==> src/rtl/iil_pkg.sv <==
package iil_pkg;
  parameter int REG_W    = 5;
  parameter int LAT_INT  = 2;
  parameter int LAT_MEM  = 2;
  parameter int LAT_ADD  = 5;
  parameter int LAT_MUL  = 8;
  parameter int LAT_DIV  = 26;
  parameter int DIV_BUSY = 25;
  localparam int DEPTH   = LAT_DIV + 1;
  localparam int IDX_W   = $clog2(DEPTH);
  localparam int CNT_W   = $clog2(DIV_BUSY + 1);

  typedef enum logic [2:0] {
    UNIT_INT = 3'd0,
    UNIT_MEM = 3'd1,
    UNIT_ADD = 3'd2,
    UNIT_MUL = 3'd3,
    UNIT_DIV = 3'd4
  } unit_e;

  typedef struct packed {
    logic             push;
    logic [IDX_W-1:0] slot;
    logic [REG_W-1:0] dst;
    logic             divStart;
  } strobe_t;
endpackage

==> src/rtl/issue_dp.sv <==
module issue_dp
  import iil_pkg::*;
(
  input  logic             clk,
  input  logic             rstN,
  input  strobe_t          strobe,
  input  logic [REG_W-1:0] srcA,
  input  logic [REG_W-1:0] srcB,
  input  logic [REG_W-1:0] dst,
  output logic [DEPTH-1:0] slotVld,
  output logic [DEPTH-1:0] hitA,
  output logic [DEPTH-1:0] hitB,
  output logic [DEPTH-1:0] hitD,
  output logic             divBusy,
  output logic             wbValid,
  output logic [REG_W-1:0] wbReg
);
  logic [DEPTH-1:0][REG_W-1:0] slotReg;
  logic [CNT_W-1:0]            divCnt;

  always_ff @(posedge clk) begin
    if (!rstN) begin
      slotVld <= '0;
      slotReg <= '0;
    end else begin
      for (int k = 0; k < DEPTH - 1; k++) begin
        slotVld[k] <= slotVld[k+1];
        slotReg[k] <= slotReg[k+1];
      end
      slotVld[DEPTH-1] <= 1'b0;
      slotReg[DEPTH-1] <= '0;
      if (strobe.push) begin
        slotVld[strobe.slot] <= 1'b1;
        slotReg[strobe.slot] <= strobe.dst;
      end
    end
  end

  always_ff @(posedge clk) begin
    if (!rstN)
      divCnt <= '0;
    else if (strobe.divStart)
      divCnt <= CNT_W'(DIV_BUSY - 1);
    else if (divCnt != '0)
      divCnt <= divCnt - 1'b1;
  end

  genvar g;
  generate
    for (g = 0; g < DEPTH; g++) begin : gCmp
      assign hitA[g] = slotVld[g] && (slotReg[g] == srcA);
      assign hitB[g] = slotVld[g] && (slotReg[g] == srcB);
      assign hitD[g] = slotVld[g] && (slotReg[g] == dst);
    end
  endgenerate

  assign divBusy = (divCnt != '0);
  assign wbValid = slotVld[0];
  assign wbReg   = slotReg[0];
endmodule

==> src/rtl/issue_ctrl.sv <==
module issue_ctrl
  import iil_pkg::*;
(
  input  logic             idValid,
  input  unit_e            unit,
  input  logic             dstWr,
  input  logic [REG_W-1:0] dst,
  input  logic             useA,
  input  logic             useB,
  input  logic [DEPTH-1:0] slotVld,
  input  logic [DEPTH-1:0] hitA,
  input  logic [DEPTH-1:0] hitB,
  input  logic [DEPTH-1:0] hitD,
  input  logic             divBusy,
  output logic             stall,
  output logic             issue,
  output strobe_t          strobe
);
  logic [IDX_W-1:0] lat;
  logic [DEPTH-1:0] beyond;
  logic [DEPTH-1:0] future;
  logic rawHit, wawHit, portHit, divHit;

  always_comb begin
    case (unit)
      UNIT_MEM: lat = IDX_W'(LAT_MEM);
      UNIT_ADD: lat = IDX_W'(LAT_ADD);
      UNIT_MUL: lat = IDX_W'(LAT_MUL);
      UNIT_DIV: lat = IDX_W'(LAT_DIV);
      default:  lat = IDX_W'(LAT_INT);
    endcase
  end

  genvar g;
  generate
    for (g = 0; g < DEPTH; g++) begin : gMask
      assign beyond[g] = (IDX_W'(g) > lat);
      assign future[g] = (g != 0);
    end
  endgenerate

  assign rawHit  = (useA && |(hitA & future)) || (useB && |(hitB & future));
  assign wawHit  = dstWr && |(hitD & beyond);
  assign portHit = dstWr && slotVld[lat];
  assign divHit  = (unit == UNIT_DIV) && divBusy;

  assign stall = idValid && (rawHit || wawHit || portHit || divHit);
  assign issue = idValid && !stall;

  always_comb begin
    strobe.push     = issue && dstWr;
    strobe.slot     = lat - 1'b1;
    strobe.dst      = dst;
    strobe.divStart = issue && (unit == UNIT_DIV);
  end
endmodule

==> src/rtl/fp_issue_interlock.sv <==
module fp_issue_interlock
  import iil_pkg::*;
(
  input  logic             clk,
  input  logic             rstN,
  input  logic             idValid,
  input  logic [2:0]       idUnit,
  input  logic             idDstWr,
  input  logic [REG_W-1:0] idDst,
  input  logic             idSrcAUse,
  input  logic [REG_W-1:0] idSrcA,
  input  logic             idSrcBUse,
  input  logic [REG_W-1:0] idSrcB,
  output logic             stall,
  output logic             issue,
  output logic             wbValid,
  output logic [REG_W-1:0] wbReg
);
  strobe_t          strobe;
  logic [DEPTH-1:0] slotVld, hitA, hitB, hitD;
  logic             divBusy;
  unit_e            unit;

  assign unit = unit_e'(idUnit);

  issue_ctrl u_ctrl (
    .idValid (idValid),
    .unit    (unit),
    .dstWr   (idDstWr),
    .dst     (idDst),
    .useA    (idSrcAUse),
    .useB    (idSrcBUse),
    .slotVld (slotVld),
    .hitA    (hitA),
    .hitB    (hitB),
    .hitD    (hitD),
    .divBusy (divBusy),
    .stall   (stall),
    .issue   (issue),
    .strobe  (strobe)
  );

  issue_dp u_dp (
    .clk     (clk),
    .rstN    (rstN),
    .strobe  (strobe),
    .srcA    (idSrcA),
    .srcB    (idSrcB),
    .dst     (idDst),
    .slotVld (slotVld),
    .hitA    (hitA),
    .hitB    (hitB),
    .hitD    (hitD),
    .divBusy (divBusy),
    .wbValid (wbValid),
    .wbReg   (wbReg)
  );
endmodule

==> config.mk <==
export PLATFORM = sky130hd
export DESIGN_NAME = fp_issue_interlock
export DESIGN_NICKNAME = d
export VERILOG_FILES = /design/src/rtl/iil_pkg.sv /design/src/rtl/issue_dp.sv /design/src/rtl/issue_ctrl.sv /design/src/rtl/fp_issue_interlock.sv
export SDC_FILE = /design/constraint.sdc
export NUM_CORES = 1
export LEC_CHECK = 0
export BUFFER_PORTS_ARGS = -buffer_cell sky130_fd_sc_hd__buf_2
export CAP_MARGIN = 20
export CORE_MARGIN = 1.5
export CORE_UTILIZATION = 43
export DETAILED_ROUTE_END_ITERATION = 10
export MAX_ROUTING_LAYER = met4
export SKIP_CTS_REPAIR_TIMING = 1
export SLEW_MARGIN = 20
export SYNTH_ARGS = -nofsm -noshare
export SYNTH_HDL_FRONTEND = slang
export SYNTH_HIERARCHICAL = 1
export SYNTH_SLANG_ARGS = --single-unit
==> constraint.sdc <==
create_clock -name clk -period 4.15 [get_ports clk]
set_input_delay 0.6225 -clock clk [delete_from_list [all_inputs] [get_ports clk]]
set_output_delay 0.6225 -clock clk [all_outputs]
set_load 0.005 [all_outputs]
After elaboration in Yosys (flattened, before gate mapping) --
Index checks and enable logic that the tools add are counted.
Word-level totals: logic and storage cells 261, input port bits 24, flip-flop bits (word level) 167, output and inout bits 8
Cells by class: reduce and logical (&&, ||, !) cells 101, muxes and demuxes 12, bitwise logic cells 3, $lt $le $gt $ge 30, add/subtract/negate cells 2, equal/unequal tests 82
Operators by type and width (number):
- 5-bit equality test | 79
- 135-bit bitwise mux | 1
- 130-bit two-way mux | 1
- 1-bit logical AND | 89
- 5-bit > comparator, first input constant | 11
- 26-bit OR reduction | 2
- 4-bit by 5-bit > comparator with 1-bit output, first input constant | 8
- 27-bit AND | 1
- 26-bit by 27-bit OR with 27-bit output | 1
- 27-bit OR reduction | 1
- 26-bit two-way mux | 1
- 5-bit demux with 5-bit select | 1
- 3-bit by 5-bit > comparator with 1-bit output, first input constant | 4
- 5-bit two-way mux | 3
- 5-bit one-hot mux with 3 select lines | 1
- 5-bit by 6-bit less-than comparator with 1-bit output, second input constant | 2
- 1-bit by 5-bit > comparator with 1-bit output, first input constant | 2
- 2-bit by 5-bit > comparator with 1-bit output, first input constant | 2
- 5-bit by 1-bit subtractor with 5-bit output, second input constant | 2
- 3-bit by 2-bit equality test with 1-bit output, second input constant | 2
- 1-bit binary-select mux with 5-bit select | 1
- 1-bit demux with 5-bit select | 1
- 5-bit by 1-bit >= comparator with 1-bit output, second input constant | 1
- 5-bit nonzero test | 1
- other kinds (8) | 12

Logic depth before layout (Yosys ltp) --
Gate-level depths: netlist (run 1).
word-level depth 14, mapped depth 15

Hierarchy --
Netlist (run 1), hierarchy kept.
Modules (own cells, without submodules):
- issue_dp | instances 1, area an instance 10860.4 um^2, seq. area each 3343.2 um^2, cells each 1193
- issue_ctrl | instances 1, area an instance 488.0 um^2, seq. area each 0.0 um^2, cells each 75

Least setup slack after synthesis (run 1) --
OpenSTA, ideal clock, no wires.
path kind in2reg, start input idDst[3], end register u_dp/slotReg[124] (netlist bit), data arrival time 3673 ps, slack 405 ps, setup time 72 ps, cell stages on the path 14, path buffers 3, cells stage by stage buf_2 > buf_2 > xor2_1 > nor4_1 > and3_1 > nor4_1 > nand4_1 > o31ai_2 > nand4_2 > nor3_1 > nor4b_4 > and3_1 > buf_6 > mux2i_1
RTL lines:
- start, declared | line fp_issue_interlock.sv:9 | input logic [REG_W-1:0] idDst,
- end signal, assigned by index | line issue_dp.sv:28 | slotReg[k] <= slotReg[k+1];
- end signal, assigned by index | line issue_dp.sv:34 | slotReg[strobe.slot] <= strobe.dst;
- end, declared | line issue_dp.sv:18 | logic [DEPTH-1:0][REG_W-1:0] slotReg;

Worst setup path after layout (run 1) --
start input idDst[4], end output issue
On the way: longest elaborated chain between the ends 11, elaborated cells between the ends (all ways) 63, those cells by class eq/ne (27); bitwise (1); reduce/logical (35)
RTL lines:
- 5-bit equality test | line issue_dp.sv:53 | assign hitD[g] = slotVld[g] && (slotReg[g] == dst);
- 1-bit logical AND | line issue_dp.sv:53
- via hitD[15] | line fp_issue_interlock.sv:20 | logic [DEPTH-1:0] slotVld, hitA, hitB, hitD;
- 27-bit AND | line issue_ctrl.sv:43 | assign wawHit = dstWr && |(hitD & beyond);
- 27-bit OR reduction | line issue_ctrl.sv:43
- 1-bit logical AND | line issue_ctrl.sv:43
- 1-bit logical OR (3 in series) | line issue_ctrl.sv:47 | assign stall = idValid && (rawHit || wawHit || portHit || divHit);
- 1-bit logical AND | line issue_ctrl.sv:47
- 1-bit zero test | line issue_ctrl.sv:48 | assign issue = idValid && !stall;
- 1-bit logical AND | line issue_ctrl.sv:48
- end, declared | line fp_issue_interlock.sv:15 | output logic issue,
The timed path passes the listed nets, and every way through them passes these cells.

==> flow_summary.ini, run 1 <==
[status]
status = finished, final reports clean

[routing]
detail_route.wl_per_cell_um = 21.7
firstDrtPassIters = 5
drt_iter0_drc = 715
viasPerCell = 5.61
vias = 8890
ant_nets = 0
drc = 0
routed_wl_um = 34400

[cells_and_area]
drive_gt1_frac = 0.100
syn_to_final_growth_pct = 9.87
finalNetCount = 1270
fillers = 2411
final_core_utilization = 0.485
design_area_mm2 = 0.0123
antenna_cells = 0

[critical_path]
cp_max_fo = 28
path_class = input port to output pin
arrival_ns = 3.26
required_ns = 3.53
crit_path_start_kind = input port
crit_path_end_kind = output pin

[sta]
slew-limit-headroom = 0.451
worstMarginPinSlew_ns = 0.822
hold_viol = 0
fmax_ghz = 0.258
period_share = 0.935
fin_crit_ns = 3.88
finClkSkew_ns = 0.0132
rsz0062_at_grt = false
finalSetupViolCount = 0
drv_slew = 0

[pwr]
switching_share = 0.287
ir_worst_vdd_v = 0.000175
p_seq_frac = 0.439
switching_power_mw = 1.09
power.clock.fraction = 0.407
power.density_mw_per_mm2 = 308
leakage_nw = 5.84
power.internal_mw = 2.69
pwr-share-comb = 0.153

[synth]
syn_inst = 1246
synth_warnings = 6
syn_area_per_cell_um2 = 8.97
syn-num-nets = 1275
syn_area_mm2 = 0.0112

[clock_network]
htreeDepth = 4
cts_buffer_depth = 2
cts_tree = yes
clk_pin_slew_worst_paths_ns = 0.06
cts_inserted_buffers = 17
root_buffer = clkbuf_16
clock-sinks = 167
insertion_delay_ns = 0.44

[placement]
io_buffers = 31
gp_congestion = 0.867
placed_cell_area_mm2 = 0.0117
place_hpwl_um = 22500

[die]
coreArea_mm2 = 0.0253
io_pins = 32
die_y_um = 164
die_w_um = 164
die-area_mm2 = 0.0270
initial_core_util = 0.441
rows = 58

[global_route]
grt_pass1_vias = 8889
grt_max_degree = 78
antenna_found_initial = 0
grt_usage = 0.270
grt.overflow.total = 0
grt_pass1_wl_um = 52800

[min_path]
hp-class = flip-flop to flip-flop

[job]
drv_cap = 0
==> registers in the layout, indices dropped and copies added, names as in the netlist <==
| signal | count |
|---|---|
| u_dp/slotVld | 27 |
| u_dp/divCnt | 5 |
| u_dp/slotReg | 130 |
| u_dp/wbReg | 5 |
==> path summary, 6_finish.rpt <==
kind / start / end / slack, ns / depth (start not counted)
worst max-delay path: idDst[4] / issue / 0.27 / 13
worst min-delay path: u_dp/divCnt[4]$_SDFFE_PN0P_ / u_dp/divCnt[4]$_SDFFE_PN0P_ / 0.50 / 2
worst min register to register: u_dp/divCnt[4]$_SDFFE_PN0P_ / u_dp/divCnt[4]$_SDFFE_PN0P_ / 0.50 / 2
worst max register to register: u_dp/slotReg[79]$_SDFF_PN0_ / u_dp/slotReg[106]$_SDFF_PN0_ / 0.41 / 13
==> worst max-delay path, cell delays in order <==
cell	delay, ns
buf_2	0.10
buf_12	0.26
xor2_1	0.19
nor4_1	0.06
and3_1	0.18
nor4_1	0.45
buf_4	0.19
nand4_1	0.19
o31ai_2	0.37
nand4_2	0.14
buf_4	0.18
nor3b_1	0.16
buf_2	0.14
==> cell type report <==
cell class                 instances  area [um^2]  area share
sequential                       167         3340       0.272
multi-input combinational        975         7310       0.596
inverter                          10         37.5     0.00306
timing repair buffer              70          613      0.0499
clock buffer                      22          454      0.0370
tap                              330          413      0.0336
clock inverter                    10         98.8     0.00805
==> per-layer routing <==
layer	vias up	share of wire	routed length, um	track usage
met2	281	0.48	16400	0.440
met5	-	0	0	-
met3	59	0.060	2050	0.0444
met4	0	0.020	686	0.0777
li1	4173	-	-	-
met1	4377	0.45	15300	0.342
==> layout by cell type (no fill, tap or decap), types with 6 or more instances in the layout <==
cell       instances
mux2i_1          131
a21oi_1           16
nor2b_1           15
dfxtp_1          167
nand2_1          147
xor2_1           313
o21a_1            15
nand2_2            6
buf_2             30
inv_1              9
xnor2_1           80
nor2_2             9
buf_12            13
buf_4             27
nor4_1            94
and3_1            79
clkbuf_16         17
nor2_1            12
==> power groups by stage <==
stage	clock [mW]	combinational, mW	sequential [mW]
final	1.54	0.580	1.66
after floorplan	0	0.407	1.69
after global placement	0	0.560	1.70
after global routing	1.62	0.626	1.66
after detailed placement	0	0.572	1.70
after CTS	1.55	0.576	1.66
==> stage by stage <==
step | power (mW) | setup WS, ns | cells | setup TNS, ns | hold slack (ns)
2_1_floorplan | 2.09 | 0.425 | 1246 | 0 | 0.460
3_3_place_gp | 2.26 | 0.0224 | 1552 | 0 | 0.491
3_5_place_dp | 2.27 | -0.0578 | 1552 | -0.448 | 0.489
4_1_cts | 3.78 | 0.315 | 1584 | 0 | 0.504
5_1_grt | 3.91 | 0.0941 | 1584 | 0 | 0.523
6_report | 3.78 | 0.271 | 1584 | 0 | 0.497
Power figures use the tool's default switching activity.
==> inputs of run 2 (changes only) <==
CORE_UTILIZATION = 35   (was 43)
PLACE_DENSITY_LB_ADDON = 0.08   (was default)
clock period = 4.12 ns   (was 4.15 ns; I/O delays follow)
==> flow_summary.ini, run 2 (synthesized netlist as in run 1, its figures left out) <==
[critical_path]
required_ns = 3.50
startpoint = idDst[0]
crit_path_start_kind = input port
worstReg2RegStart = u_dp/slotReg[123]$_SDFF_PN0_
arrival_ns = 3.24
rrSetupSlack_ns = 0.49
worstRegToRegCells = 13
cp_max_fo = 7
path_class = input port to output pin
crit_path_end_kind = output pin
r2r-end = u_dp/slotReg[120]$_SDFF_PN0_

[routing]
detail_route.wl_per_cell_um = 23.5
routed_wl_um = 39600
viasPerCell = 5.26
ant_nets = 0
firstDrtPassIters = 5
drc = 0
drt_iter0_drc = 560
vias = 8855

[global_route]
grt_usage = 0.251
grt_max_degree = 115
grt.overflow.total = 0
grt_pass1_vias = 8960
antenna_found_initial = 0
grt_pass1_wl_um = 58900

[cells_and_area]
design_area_mm2 = 0.0127
max_flop_register = u_dp/slotReg
syn_to_final_growth_pct = 14.0
antenna_cells = 0
reg_top3 = u_dp/slotReg x130, u_dp/slotVld x27
drive_gt1_frac = 0.123
fillers = 3162
finalNetCount = 1297
mostFrequentLayoutCell = xor2_1
ff_latch_area_mm2 = 0.00334
multi_input_area_mm2 = 0.00731
final_core_utilization = 0.405
layout_common_cells = xor2_1 (313), dfxtp_1 (167), nand2_1 (147)
largest_reg_flops = 130

[pwr]
ir_worst_vdd_v = 0.000308
power.density_mw_per_mm2 = 304
p_seq_frac = 0.432
pwr-share-comb = 0.159
switching_power_mw = 1.16
leakage_nw = 6.04
switching_share = 0.301
power.clock.fraction = 0.409
power.internal_mw = 2.70

[die]
die_w_um = 182
io_pins = 32
initial_core_util = 0.355
coreArea_mm2 = 0.0315
rows = 65
die_y_um = 182
die-area_mm2 = 0.0330

[placement]
gp_congestion = 0.865
io_buffers = 31
dp_slack_ns = -0.147
place_hpwl_um = 26700
placed_cell_area_mm2 = 0.0122

[min_path]
hp-class = flip-flop to flip-flop
holdCritStartpoint = u_dp/divCnt[4]$_SDFFE_PN0P_
holdPathStages = 2
hold_end = u_dp/divCnt[4]$_SDFFE_PN0P_

[sta]
setup_ws_ns = 0.261
period_share = 0.937
finClkSkew_ns = 0.0150
worstMarginPinSlew_ns = 0.899
drv_slew = 0
fin_crit_ns = 3.86
slew-limit-headroom = 0.396
rsz0062_at_grt = false
hold_ws_ns = 0.504
tns_ns = 0
hold_viol = 0
finalSetupViolCount = 0
fmax_ghz = 0.259

[clock_network]
root_buffer = clkbuf_16
cts_tree = yes
cts_buffer_depth = 2
insertion_delay_ns = 0.45
cts_inserted_buffers = 17
clk_pin_slew_worst_paths_ns = 0.07
htreeDepth = 4
clock-sinks = 167

[status]
status = finished, final reports clean

[job]
drv_cap = 0
-- run 2: changes by cell type in the layout (fill, tap and decap cells not counted), moves of 3 or more --
cell / previous run / this run
inv_6: 1 / 4
buf_4: 27 / 41
clkbuf_1: 4 / 0
buf_12: 13 / 26
-- run 2: per-layer routing --
layer  GRT usage  vias up  routed length (um)
li1            -     4214                   -
met1       0.328     4407               18700
met2       0.404      185               18700
met3      0.0343       49                1350
met4      0.0720        0                 801
met5           -        -                   0
-- run 2: how the worst max path moves through the flow --
stage               cells past startpoint                            to
floorplan                              14  u_dp/slotReg[124]$_SDFF_PN0_
global placement                       15  u_dp/slotReg[120]$_SDFF_PN0_
detailed placement                     15  u_dp/slotReg[120]$_SDFF_PN0_
CTS                                    12                         issue
global route                           12                         issue
finish                                 12                         issue
-- run 2: layout make-up --
type,instances,area share
clock buffer,20,0.0366
clock inverter,12,0.00727
inverter,10,0.00295
multi-input combinational,975,0.574
sequential,167,0.263
tap,402,0.0395
timing repair buffer,97,0.0768
-- run 2: critical path, cell delays in order --
cell and delay (ns):
buf_2 0.24, buf_4 0.23, xor2_1 0.16, nor4_1 0.07
and3_1 0.23, nor4_1 0.39, nand4_1 0.29, o31ai_2 0.38
nand4_2 0.14, buf_4 0.18, nor3b_1 0.17, buf_2 0.14
-- run 2: metrics by stage --
stage	power, mW	instances
2_1_floorplan	2.11	1246
3_3_place_gp	2.32	1651
3_5_place_dp	2.32	1651
4_1_cts	3.90	1683
5_1_grt	4.01	1683
6_report	3.87	1683
-- run 2: power groups by stage --
stage / Combinational, mW / Clock (mW) / Sequential (mW)
after detailed placement: 0.615 / 0 / 1.71
final: 0.616 / 1.58 / 1.67
after global routing: 0.668 / 1.67 / 1.67
after floorplan: 0.410 / 0 / 1.70
after CTS: 0.618 / 1.61 / 1.67
after global placement: 0.612 / 0 / 1.71
==> inputs of run 3 (changes only) <==
REMOVE_ABC_BUFFERS = 1   (was default)
SLEW_MARGIN = 15   (was 20)
==> flow_summary.ini, run 3 (synthesized netlist as in run 1, its figures left out) <==
[critical_path]
required_ns = 3.50
path_cells = buf_2, buf_4, xor2_1, nor4_1, and3_1, nor3b_1, o21ai_0, a31oi_1, buf_4, o21a_1, buf_2
critPathMaxStageDelay_ns = 0.42
cp_num_cells = 11
crit_path_start_kind = input port
startpoint = idDst[4]
cp_top_family = simple AND/OR/NAND/NOR gates
path_class = input port to output pin
worstRegToRegCells = 13
worstReg2RegStart = u_dp/slotReg[79]$_SDFF_PN0_
cp_max_fo = 11
rrSetupSlack_ns = 0.61
crit_buf_inv = 4
cp_slowest_cell = nor3b_1
critPathCapture = stall
r2r-end = u_dp/slotReg[132]$_SDFF_PN0_
arrival_ns = 3.26
crit_path_end_kind = output pin

[cells_and_area]
largest_reg_flops = 130
syn_to_final_growth_pct = 13.5
fillers = 3173
mostFrequentLayoutCell = xor2_1
design_area_mm2 = 0.0127
layout_common_cells = xor2_1 (313), dfxtp_1 (167), nand2_1 (147)
finalNetCount = 1287
drive_gt1_frac = 0.116
max_flop_register = u_dp/slotReg
reg_top3 = u_dp/slotReg x130, u_dp/slotVld x27
antenna_cells = 0

[job]
drv_cap = 0

[clock_network]
insertion_delay_ns = 0.45
clk_pin_slew_worst_paths_ns = 0.07
htreeDepth = 4
clock-sinks = 167
root_buffer = clkbuf_16
cts_inserted_buffers = 17
cts_tree = yes
cts_buffer_depth = 2

[sta]
finalSetupViolCount = 0
drv_slew = 0
worstMarginPinSlew_ns = 0.861
finClkSkew_ns = 0.0121
period_share = 0.941
setup_ws_ns = 0.243
fmax_ghz = 0.258
fin_crit_ns = 3.88
hold_viol = 0
rsz0062_at_grt = false
slew-limit-headroom = 0.422

[die]
io_pins = 32
die_w_um = 182
die-area_mm2 = 0.0330
die_y_um = 182
initial_core_util = 0.355
coreArea_mm2 = 0.0315
rows = 65

[min_path]
hp-class = flip-flop to flip-flop

[pwr]
leakage_nw = 6.00
power.density_mw_per_mm2 = 309
ir_worst_vdd_v = 0.000302

[global_route]
grt_pass1_wl_um = 58200
grt.overflow.total = 0
grt_usage = 0.244
antenna_found_initial = 0
grt_max_degree = 67
grt_pass1_vias = 8935

[placement]
placed_cell_area_mm2 = 0.0121
gp_congestion = 0.865
io_buffers = 31
dp_slack_ns = 0.0317
place_hpwl_um = 25300

[routing]
routed_wl_um = 38000
firstDrtPassIters = 7
drc = 0
ant_nets = 0
detail_route.wl_per_cell_um = 22.7
drt_iter0_drc = 601
vias = 8744
viasPerCell = 5.23

[status]
status = finished, final reports clean
## run 3: cell types whose count changed in the layout (fill, tap and decap cells not counted), sizes merged
cell and change:
clkbuf -3, bufinv +1, clkinv -1, inv +4, buf -10, clkinvlp -1
## run 3: report_power, final
group          internal (mW)  switching, mW  leakage, nW  total (mW)
sequential              1.64         0.0301         1.35        1.67
clock                  0.861          0.780        0.283        1.64
combinational          0.229          0.373         4.37       0.602
## run 3: per-stage QoR
stage / total power, mW / hold WS, ns / util / cells / setup TNS [ns]
CTS: 3.95 / 0.502 / 0.403 / 1673 / 0
finish: 3.91 / 0.498 / 0.403 / 1673 / 0
global route: 4.09 / 0.536 / 0.403 / 1673 / 0
global placement: 2.31 / 0.476 / 0.384 / 1641 / -1.78
detailed placement: 2.31 / 0.493 / 0.384 / 1641 / 0
floorplan: 2.00 / 0.460 / - / 1152 / 0
## run 3: how the worst min path moves through the flow
| stage | from | endpoint | slack, ns | cells past startpoint |
|---|---|---|---|---|
| floorplan | u_dp/slotVld[12]$_SDFF_PN0_ | u_dp/slotVld[11]$_SDFF_PN0_ | 0.46 | 1 |
| detailed placement | u_dp/divCnt[4]$_SDFFE_PN0P_ | u_dp/divCnt[4]$_SDFFE_PN0P_ | 0.49 | 2 |
| global route | u_dp/divCnt[4]$_SDFFE_PN0P_ | u_dp/divCnt[4]$_SDFFE_PN0P_ | 0.54 | 2 |
| finish | u_dp/divCnt[4]$_SDFFE_PN0P_ | u_dp/divCnt[4]$_SDFFE_PN0P_ | 0.50 | 2 |
| CTS | u_dp/divCnt[4]$_SDFFE_PN0P_ | u_dp/divCnt[4]$_SDFFE_PN0P_ | 0.50 | 2 |
| global placement | u_dp/divCnt[4]$_SDFFE_PN0P_ | u_dp/divCnt[4]$_SDFFE_PN0P_ | 0.48 | 2 |
## run 3: tightest hold or removal path, stage by stage (launching register included)
cell	delay, ns
dfxtp_1	0.32
o31ai_1	0.06
a21boi_0	0.07
## run 3: area by class of cell
class                      instances  area (um^2)  share of cell area
multi-input combinational        975         7310               0.577
sequential                       167         3340               0.264
timing repair buffer              87          891              0.0703
tap                              402          503              0.0397
clock buffer                      17          425              0.0336
clock inverter                    15          160              0.0126
inverter                          10         37.5             0.00296
## run 3: per-layer routing
layer  global-route usage  part of all wire  wire length [um]
met1                0.333              0.49             18800
met2                0.379              0.45             17300
met3               0.0321             0.036              1350
met4               0.0630             0.016               612
met5                    -                 0                 0
